**config.mk**
```make
export PLATFORM = sky130hd
export DESIGN_NAME = phase_sequencer
export DESIGN_NICKNAME = d
export VERILOG_FILES = /design/src/rtl/phase_seq_pkg.sv /design/src/rtl/phase_fsm.sv /design/src/rtl/xfer_regs.sv /design/src/rtl/irq_gate.sv /design/src/rtl/phase_sequencer.sv
export SDC_FILE = /design/constraint.sdc
export NUM_CORES = 1
export LEC_CHECK = 0
export ABC_AREA = 1
export CELL_PAD_IN_SITES_DETAIL_PLACEMENT = 1
export CELL_PAD_IN_SITES_GLOBAL_PLACEMENT = 1
export CORE_MARGIN = 8
export CORE_UTILIZATION = 45
export CTS_CLUSTER_SIZE = 10
export DETAILED_ROUTE_END_ITERATION = 16
export DONT_BUFFER_PORTS = 1
export GPL_TIMING_DRIVEN = 0
export PLACE_DENSITY_LB_ADDON = 0.25
export SETUP_SLACK_MARGIN = 0.02
export SYNTH_ARGS = -nofsm -noshare
export SYNTH_HDL_FRONTEND = slang
export SYNTH_SLANG_ARGS = --single-unit
```
**constraint.sdc**
```tcl
create_clock -name clk -period 1.8 [get_ports clk]
set_clock_uncertainty 0.05 [all_clocks]
set_input_delay 0.18 -clock clk [delete_from_list [all_inputs] [get_ports clk]]
set_output_delay 0.18 -clock clk [all_outputs]
set_load 0.02 [all_outputs]
```
**src/rtl/phase_seq_pkg.sv**
```systemverilog
package phase_seq_pkg;

    typedef enum logic [1:0] {
        PH_FETCH = 2'b00,
        PH_INDIR = 2'b01,
        PH_EXEC  = 2'b10,
        PH_INTR  = 2'b11
    } phase_e;

    typedef enum logic [3:0] {
        ST_F1, ST_F2, ST_F3,
        ST_D1, ST_D2, ST_D3,
        ST_EX,
        ST_V1, ST_V2, ST_V3
    } state_e;

    typedef struct packed {
        logic pc_to_mar;
        logic mem_to_mbr;
        logic pc_adv;
        logic mbr_to_ir;
        logic ira_to_mar;
        logic mbr_to_ira;
        logic pc_to_mbr;
        logic vec_load;
        logic mem_wr;
        logic ie_clr;
    } xfer_t;

endpackage

```
**src/rtl/phase_fsm.sv**
```systemverilog
module phase_fsm
    import phase_seq_pkg::*;
(
    input  logic   clk,
    input  logic   rst_n,
    input  logic   ind_bit,
    input  logic   exec_done,
    input  logic   irq_take,
    output phase_e phase,
    output logic [1:0] tunit,
    output xfer_t  ctl,
    output logic   exec_go
);

    state_e st_q, st_nx;

    // state register
    always_ff @(posedge clk or negedge rst_n) begin
        if (!rst_n) st_q <= ST_F1;
        else        st_q <= st_nx;
    end

    // next-state selection
    always_comb begin
        st_nx = st_q;
        unique case (st_q)
            ST_F1:   st_nx = ST_F2;
            ST_F2:   st_nx = ST_F3;
            ST_F3:   st_nx = ind_bit ? ST_D1 : ST_EX;
            ST_D1:   st_nx = ST_D2;
            ST_D2:   st_nx = ST_D3;
            ST_D3:   st_nx = ST_EX;
            ST_EX:   if (exec_done) st_nx = irq_take ? ST_V1 : ST_F1;
            ST_V1:   st_nx = ST_V2;
            ST_V2:   st_nx = ST_V3;
            ST_V3:   st_nx = ST_F1;
            default: st_nx = ST_F1;
        endcase
    end

    // outputs and transfer strobes
    always_comb begin
        ctl     = '0;
        phase   = PH_FETCH;
        tunit   = 2'd0;
        exec_go = 1'b0;
        unique case (st_q)
            ST_F1: begin
                ctl.pc_to_mar = 1'b1;
            end
            ST_F2: begin
                tunit          = 2'd1;
                ctl.mem_to_mbr = 1'b1;
                ctl.pc_adv     = 1'b1;
            end
            ST_F3: begin
                tunit         = 2'd2;
                ctl.mbr_to_ir = 1'b1;
            end
            ST_D1: begin
                phase          = PH_INDIR;
                ctl.ira_to_mar = 1'b1;
            end
            ST_D2: begin
                phase          = PH_INDIR;
                tunit          = 2'd1;
                ctl.mem_to_mbr = 1'b1;
            end
            ST_D3: begin
                phase          = PH_INDIR;
                tunit          = 2'd2;
                ctl.mbr_to_ira = 1'b1;
            end
            ST_EX: begin
                phase      = PH_EXEC;
                exec_go    = 1'b1;
                ctl.ie_clr = exec_done & irq_take;
            end
            ST_V1: begin
                phase         = PH_INTR;
                ctl.pc_to_mbr = 1'b1;
            end
            ST_V2: begin
                phase        = PH_INTR;
                tunit        = 2'd1;
                ctl.vec_load = 1'b1;
            end
            ST_V3: begin
                phase      = PH_INTR;
                tunit      = 2'd2;
                ctl.mem_wr = 1'b1;
            end
            default: begin
                phase = PH_FETCH;
            end
        endcase
    end

endmodule

```
**src/rtl/xfer_regs.sv**
```systemverilog
module xfer_regs
    import phase_seq_pkg::*;
#(
    parameter int AW        = 12,
    parameter int DW        = 16,
    parameter int ILEN      = 1,
    parameter int SAVE_ADDR = 0,
    parameter int VEC_ADDR  = 1,
    parameter int BOOT_PC   = 16
) (
    input  logic          clk,
    input  logic          rst_n,
    input  xfer_t         ctl,
    input  logic [DW-1:0] mem_rdata,
    output logic [AW-1:0] pc,
    output logic [AW-1:0] mar,
    output logic [DW-1:0] mbr,
    output logic [DW-1:0] ir,
    output logic          ind_bit
);

    localparam logic [AW-1:0] STEP  = AW'(ILEN);
    localparam logic [AW-1:0] SAVEA = AW'(SAVE_ADDR);
    localparam logic [AW-1:0] VECA  = AW'(VEC_ADDR);
    localparam logic [AW-1:0] BOOTA = AW'(BOOT_PC);

    logic [DW-1:0] pc_wide;

    generate
        if (DW > AW) begin : g_pad
            assign pc_wide = {{(DW-AW){1'b0}}, pc};
        end else begin : g_trunc
            assign pc_wide = pc[DW-1:0];
        end
    endgenerate

    always_ff @(posedge clk or negedge rst_n) begin
        if (!rst_n) begin
            pc  <= BOOTA;
            mar <= '0;
            mbr <= '0;
            ir  <= '0;
        end else begin
            if (ctl.pc_to_mar)  mar <= pc;
            if (ctl.ira_to_mar) mar <= ir[AW-1:0];
            if (ctl.vec_load) begin
                mar <= SAVEA;
                pc  <= VECA;
            end
            if (ctl.pc_adv)     pc  <= pc + STEP;
            if (ctl.mem_to_mbr) mbr <= mem_rdata;
            if (ctl.pc_to_mbr)  mbr <= pc_wide;
            if (ctl.mbr_to_ir)  ir  <= mbr;
            if (ctl.mbr_to_ira) ir[AW-1:0] <= mbr[AW-1:0];
        end
    end

    assign ind_bit = mbr[DW-1];

endmodule

```
**src/rtl/irq_gate.sv**
```systemverilog
module irq_gate (
    input  logic clk,
    input  logic rst_n,
    input  logic irq_pend,
    input  logic ie_set,
    input  logic ie_clr,
    output logic ie,
    output logic irq_take
);

    always_ff @(posedge clk or negedge rst_n) begin
        if (!rst_n)      ie <= 1'b0;
        else if (ie_clr) ie <= 1'b0;
        else if (ie_set) ie <= 1'b1;
    end

    assign irq_take = irq_pend & ie;

endmodule

```
**src/rtl/phase_sequencer.sv**
```systemverilog
module phase_sequencer
    import phase_seq_pkg::*;
#(
    parameter int AW        = 12,
    parameter int DW        = 16,
    parameter int ILEN      = 1,
    parameter int SAVE_ADDR = 0,
    parameter int VEC_ADDR  = 1,
    parameter int BOOT_PC   = 16
) (
    input  logic          clk,
    input  logic          rst_n,
    input  logic [DW-1:0] mem_rdata,
    input  logic          exec_done,
    input  logic          irq_pend,
    input  logic          ie_set,
    output logic [1:0]    phase,
    output logic [1:0]    tunit,
    output logic [AW-1:0] mem_addr,
    output logic          mem_rd,
    output logic          mem_wr,
    output logic [DW-1:0] mem_wdata,
    output logic [DW-1:0] ir,
    output logic [AW-1:0] pc,
    output logic          exec_go,
    output logic          ie
);

    xfer_t   ctl;
    phase_e  ph;
    logic    ind_bit;
    logic    irq_take;
    logic [AW-1:0] mar;
    logic [DW-1:0] mbr;

    phase_fsm i_fsm (
        .clk       (clk),
        .rst_n     (rst_n),
        .ind_bit   (ind_bit),
        .exec_done (exec_done),
        .irq_take  (irq_take),
        .phase     (ph),
        .tunit     (tunit),
        .ctl       (ctl),
        .exec_go   (exec_go)
    );

    xfer_regs #(
        .AW(AW), .DW(DW), .ILEN(ILEN),
        .SAVE_ADDR(SAVE_ADDR), .VEC_ADDR(VEC_ADDR), .BOOT_PC(BOOT_PC)
    ) i_regs (
        .clk       (clk),
        .rst_n     (rst_n),
        .ctl       (ctl),
        .mem_rdata (mem_rdata),
        .pc        (pc),
        .mar       (mar),
        .mbr       (mbr),
        .ir        (ir),
        .ind_bit   (ind_bit)
    );

    irq_gate i_irq (
        .clk      (clk),
        .rst_n    (rst_n),
        .irq_pend (irq_pend),
        .ie_set   (ie_set),
        .ie_clr   (ctl.ie_clr),
        .ie       (ie),
        .irq_take (irq_take)
    );

    assign phase     = ph;
    assign mem_addr  = mar;
    assign mem_wdata = mbr;
    assign mem_rd    = ctl.mem_to_mbr;
    assign mem_wr    = ctl.mem_wr;

endmodule

```
Word level (Yosys, flattened, before mapping)
Cells that the tools add are included.
{ "op_classes": {"n_reduce_logical": 11, "n_bitwise": 2, "add_sub_neg": 1, "n_mux": 28, "n_eq_ne": 10} }
{ "ops": {"columns": ["cell", "n"], "rows": [
  ["$mux 12", 7],
  ["$pmux 4 s9", 1],
  ["$mux 16", 2],
  ["$eq 4x3->1 const B", 4],
  ["$mux 1", 13],
  ["$add 12x1->12 const B", 1],
  ["$reduce_or 3->1", 4],
  ["$eq 4x2->1 const B", 2],
  ["$eq 4x4->1 const B", 2],
  ["$reduce_bool 2->1", 4],
  ["$mux 3", 2],
  ["$pmux 2 s3", 1],
  ["$eq 4x1->1 const B", 1],
  ["$logic_not 4->1", 1],
  ["$mux 4", 1],
  ["$pmux 2 s2", 1],
  ["$reduce_bool 3->1", 1],
  ["$and 1x1->1", 2],
  ["$ne 2x2->1 const B", 1],
  ["$reduce_or 2->1", 1]
]} }
{ "totals": {"register_bits": 61, "in_bits": 21} }

Depth between registers and ports, before layout
{ "logic_depth": {"depth_word": 5, "depth_mapped": 9, "mapped_depth_nobuf": 8} }

Hierarchy
A second synthesis with hierarchy kept.
{ "hier_totals": {"cells_unflattened": 352, "area_unflattened_um2": 2915.3} }
{ "modules_own_cells": {"columns": ["mod", "instances", "cells_each", "seq_area_each_um2", "area_per_inst_um2"], "rows": [
  ["xfer_regs", 1, 284, 1402.6, 2501.1],
  ["phase_fsm", 1, 63, 100.1, 374.1],
  ["irq_gate", 1, 5, 25.0, 40.0]
]} }

Least setup slack after synthesis
Ideal clock, no wire load.
{ "synth_timing": {"kind": "reg-to-output", "start": "reg i_fsm.st_q[3]", "end": "out phase[1]", "path_buffers": 0, "path_stages_with_launch": 6, "arrival_time_ns": 1.425, "t_required_ns": 1.570, "path_slack_ns": 0.145, "cell_sequence": "dfrtp_1 -> inv_2 -> nand2_2 -> nor3_1 -> nor2_1 -> nand2_1"} }
{ "synth_between": {"elab_chain_cells": 3} }
{ "synth_rtl": {"columns": ["item", "line", "source"], "rows": [
  ["start: declaration", "phase_fsm.sv:15", "state_e st_q, st_nx;"],
  ["start signal: assignment", "phase_fsm.sv:20", "else st_q <= st_nx;"],
  ["$eq 4x4->1, or another cell as far along", "phase_fsm.sv:47", "unique case (st_q)"],
  ["$reduce_or 3->1 (no line)", null, null],
  ["$pmux 2 s3 *", "phase_fsm.sv:47", null],
  ["end: declaration", "phase_sequencer.sv:17", "output logic [1:0] phase,"]
]} }
Every way passes the cells marked *; elsewhere a longest branch is shown, timed or not.

Final worst setup path
{ "layout_timing": {"start": "reg i_fsm.st_q[0]", "end": "out phase[1]"} }
The elaborated chain is that of the path after synthesis.

==> flow_summary.toml <==
[run_status]
status = "finished clean"

[sta]
setup_violations = 0
maxSlewHeadroom_pct = 70.9
rsz0062_at_grt = "yes"
drv_slew = 0
setup_ws_ns = 0.0131
fmax_ghz = 0.560
fin_setup_tns_ns = 0
fin_crit_ns = 1.79
hold_viol = 0
tightestPinTransition_ns = 0.437
layout_worst_path_cycle_share_pct = 99.3

[setup_path]
required_ns = 1.57
setup.worst_path.start_class = "register"
rr_worst_depth = 9
criticalPathCategory = "register to output pin"
worstPathMaxFanout = 6
worstPathArrival_ns = 1.56
endpoint_kind = "output pin"

[worst_hold_path]
holdPathStages = 4
hold_path.class = "primary input to register"

[finish]
area_growth_syn_to_layout_pct = 24.4
n_antenna_cell = 0
final_core_util_pct = 56.6
nNetsFinal = 457
fin_area_um2 = 3780
layout.cells.non_filler = 520
fill_cells = 820
drive_gt1_share_pct = 21.6

[routing]
drc = 0
num_vias = 2790
wl_mm = 10.5
wl_per_cell_um = 20.1
antenna_left = 0
drt_iter0_drc = 137
post_drt_via_cell_ratio = 5.37
dr.pass1.iters = 4

[pwr]
peakVddDrop_v = 0.00113
cellPowerDensity_nw_per_um2 = 2020
cellLeakagePower_uw = 0.00190

[floorplan]
die_h_um = 98.2
initial_core_util_pct = 45.5
io_pins = 85
fp.dieW_um = 98.2
die_area_um2 = 9640
rows = 30
fp.coreArea_um2 = 6680

[synth]
syn_inst = 397
synth.distinct_cells = 23
ys_seq_area_share_pct = 50.2
syn_area_um2 = 3040
avgSynthCellArea_um2 = 7.66
syn-num-nets = 419
ys_ff_latch = 61
ys_warn_count = 0

[grt]
grt.total_usage_pct = 21.9
grt_pass1_vias = 3098
grt_max_degree = 62
antenna_found_initial = 0
grt_overflow = 0
grt_pass1_wl_mm = 16.8

[clock_network]
cts_tree = "built"
clockBufferDepth = 2
insertion_delay_ns = 0.35
cts_inserted_buffers = 9
cts_root_buf = "clkbuf_8"
htreeDepth = 3
cts_num_sinks = 61
clkTransAtPathRegs_ns = 0.08

[placement]
gp_congestion = 0.855
placed_cells = 477
buffer_ports.inserted = 0
placed_cell_area_um2 = 3140
dp_slack_ns = -0.0883
post-dp-hpwl_mm = 7.06

[flow_run]
max-cap-violations = 0
[power breakdown]
group,leakage [uW],switching (uW),internal (uW)
Sequential,0.000775,1140,1900
Combinational,0.00103,2140,1200
Clock,0.0000943,591,672
Total,0.00190,3870,3770
[cell usage after synthesis]
| cell | count | share of area (%) |
|---|---|---|
| dfrtp_1 | 60 | 49 |
| o22ai_1 | 1 | 0.21 |
| nand3_1 | 22 | 3.6 |
| nand4_1 | 8 | 1.6 |
| buf_2 | 6 | 0.99 |
| ha_1 | 1 | 0.41 |
| o21ai_1 | 5 | 0.82 |
| o21ai_2 | 1 | 0.29 |
| nand2_1 | 148 | 18 |
| nand2_4 | 3 | 1.1 |
| o21a_1 | 1 | 0.25 |
| dfstp_2 | 1 | 0.86 |
| nor2_4 | 3 | 1.1 |
| inv_2 | 5 | 0.62 |
| o21ai_0 | 49 | 8.1 |
| buf_4 | 4 | 0.99 |
| nand2_2 | 4 | 0.82 |
| nand3_2 | 1 | 0.33 |
| nor3_1 | 2 | 0.33 |
| nor2_1 | 18 | 2.2 |
| inv_1 | 48 | 5.9 |
| buf_6 | 3 | 1.1 |
| nor2_2 | 3 | 0.62 |
[layout make-up]
type                    count  area (um^2)  area share, %
clock inverters             6         62.6           1.65
flip-flops and latches     61         1540           40.6
inverters                  53          220           5.82
well taps                  80          100           2.65
repair buffers             28          258           6.81
plain buffers              12          103           2.71
clock buffers              10          138           3.64
multi-input cells         270         1370           36.1
[cell usage in the layout (no fill, tap or decap)]
master	n
dlygate4sd3_1	8
nand3_4	3
nor2_2	2
o21ai_0	48
clkinvlp_4	4
dfstp_2	1
buf_4	19
nand3_1	20
inv_2	4
dfrtp_2	6
nand2_8	2
o21ai_1	6
clkinv_4	1
nand2_4	6
nor3_1	1
inv_4	5
buf_8	1
bufinv_16	1
clkinv_2	2
clkbuf_8	10
nor2_1	14
nand2_2	6
o21a_1	1
clkbuf_4	1
buf_16	1
nor3_4	1
ha_1	1
nand4_1	8
inv_1	42
buf_6	6
o21ai_4	1
nor2_4	8
dfrtp_1	54
buf_2	4
nand2_1	141
o22ai_1	1
[logic make-up after synthesis]
kind of cell / share of synthesized area (%)
AND/OR/NAND/NOR: 30.1
buffers and inverters: 9.63
flip-flops: 50.2
AO/OA/AOI/OAI: 9.63
adder cells (fa/ha/maj): 0.411
[layer usage]
layer | share of wire (%) | vias up | wire, um | track usage (%)
li1 | - | 1316 | - | -
met1 | 42 | 1360 | 4360 | 25.8
met2 | 48 | 95 | 5030 | 35.9
met3 | 8.3 | 19 | 873 | 8.61
met4 | 2.0 | 0 | 205 | 6.73
met5 | 0 | - | 0 | 0
[critical path, stage by stage (launching register included)]
cell and delay, ns:
dfrtp_2 0.51, buf_6 0.16, nor3_4 0.35, nor2_2 0.06
nand2_2 0.13
[state kept, by name (all words and copies together), names as in the netlist]
signal and count:
i_regs.ir 16, i_regs.mbr 16, i_regs.mar 12, i_regs.pc 12, i_fsm.st_q 4, i_irq.ie 1
[final timing paths]
check / start / to / slack (ns)
worst max-delay path: i_fsm.st_q[0]$_DFFE_PN0P_ / phase[1] / 0.01
worst min-delay path: mem_rdata[6] / i_regs.mbr[6]$_DFFE_PN0P_ / 0.02
worst max register to register: i_fsm.st_q[1]$_DFFE_PN0P_ / i_regs.mbr[2]$_DFFE_PN0P_ / 0.07
worst min register to register: i_regs.pc[4]$_DFFE_PN1P_ / i_regs.pc[4]$_DFFE_PN1P_ / 0.57
max in group asynchronous: rst_n / i_regs.pc[4]$_DFFE_PN1P_ / 1.04
min in group asynchronous: rst_n / i_regs.pc[10]$_DFFE_PN0P_ / 0.31
[per-stage QoR]
stage	hold WS [ns]	total power, uW
after floorplan	-0.166	4710
after global placement	-0.164	5310
after detailed placement	-0.164	5480
after CTS	0.000802	7350
after global routing	0.0372	8160
final	0.0162	7640
[timing repair]
action | in CTS | in global routing
pin swaps | 10 | 10
cloned | 0 | 0
hold buffers | 9 | 0
hold endpoints to repair | 67 | 0
setup endpoints to repair | 10 | 15
setup buffers | 13 | 6
resized for setup | 40 | 17
Note: power is estimated with default switching activity, not from simulation.
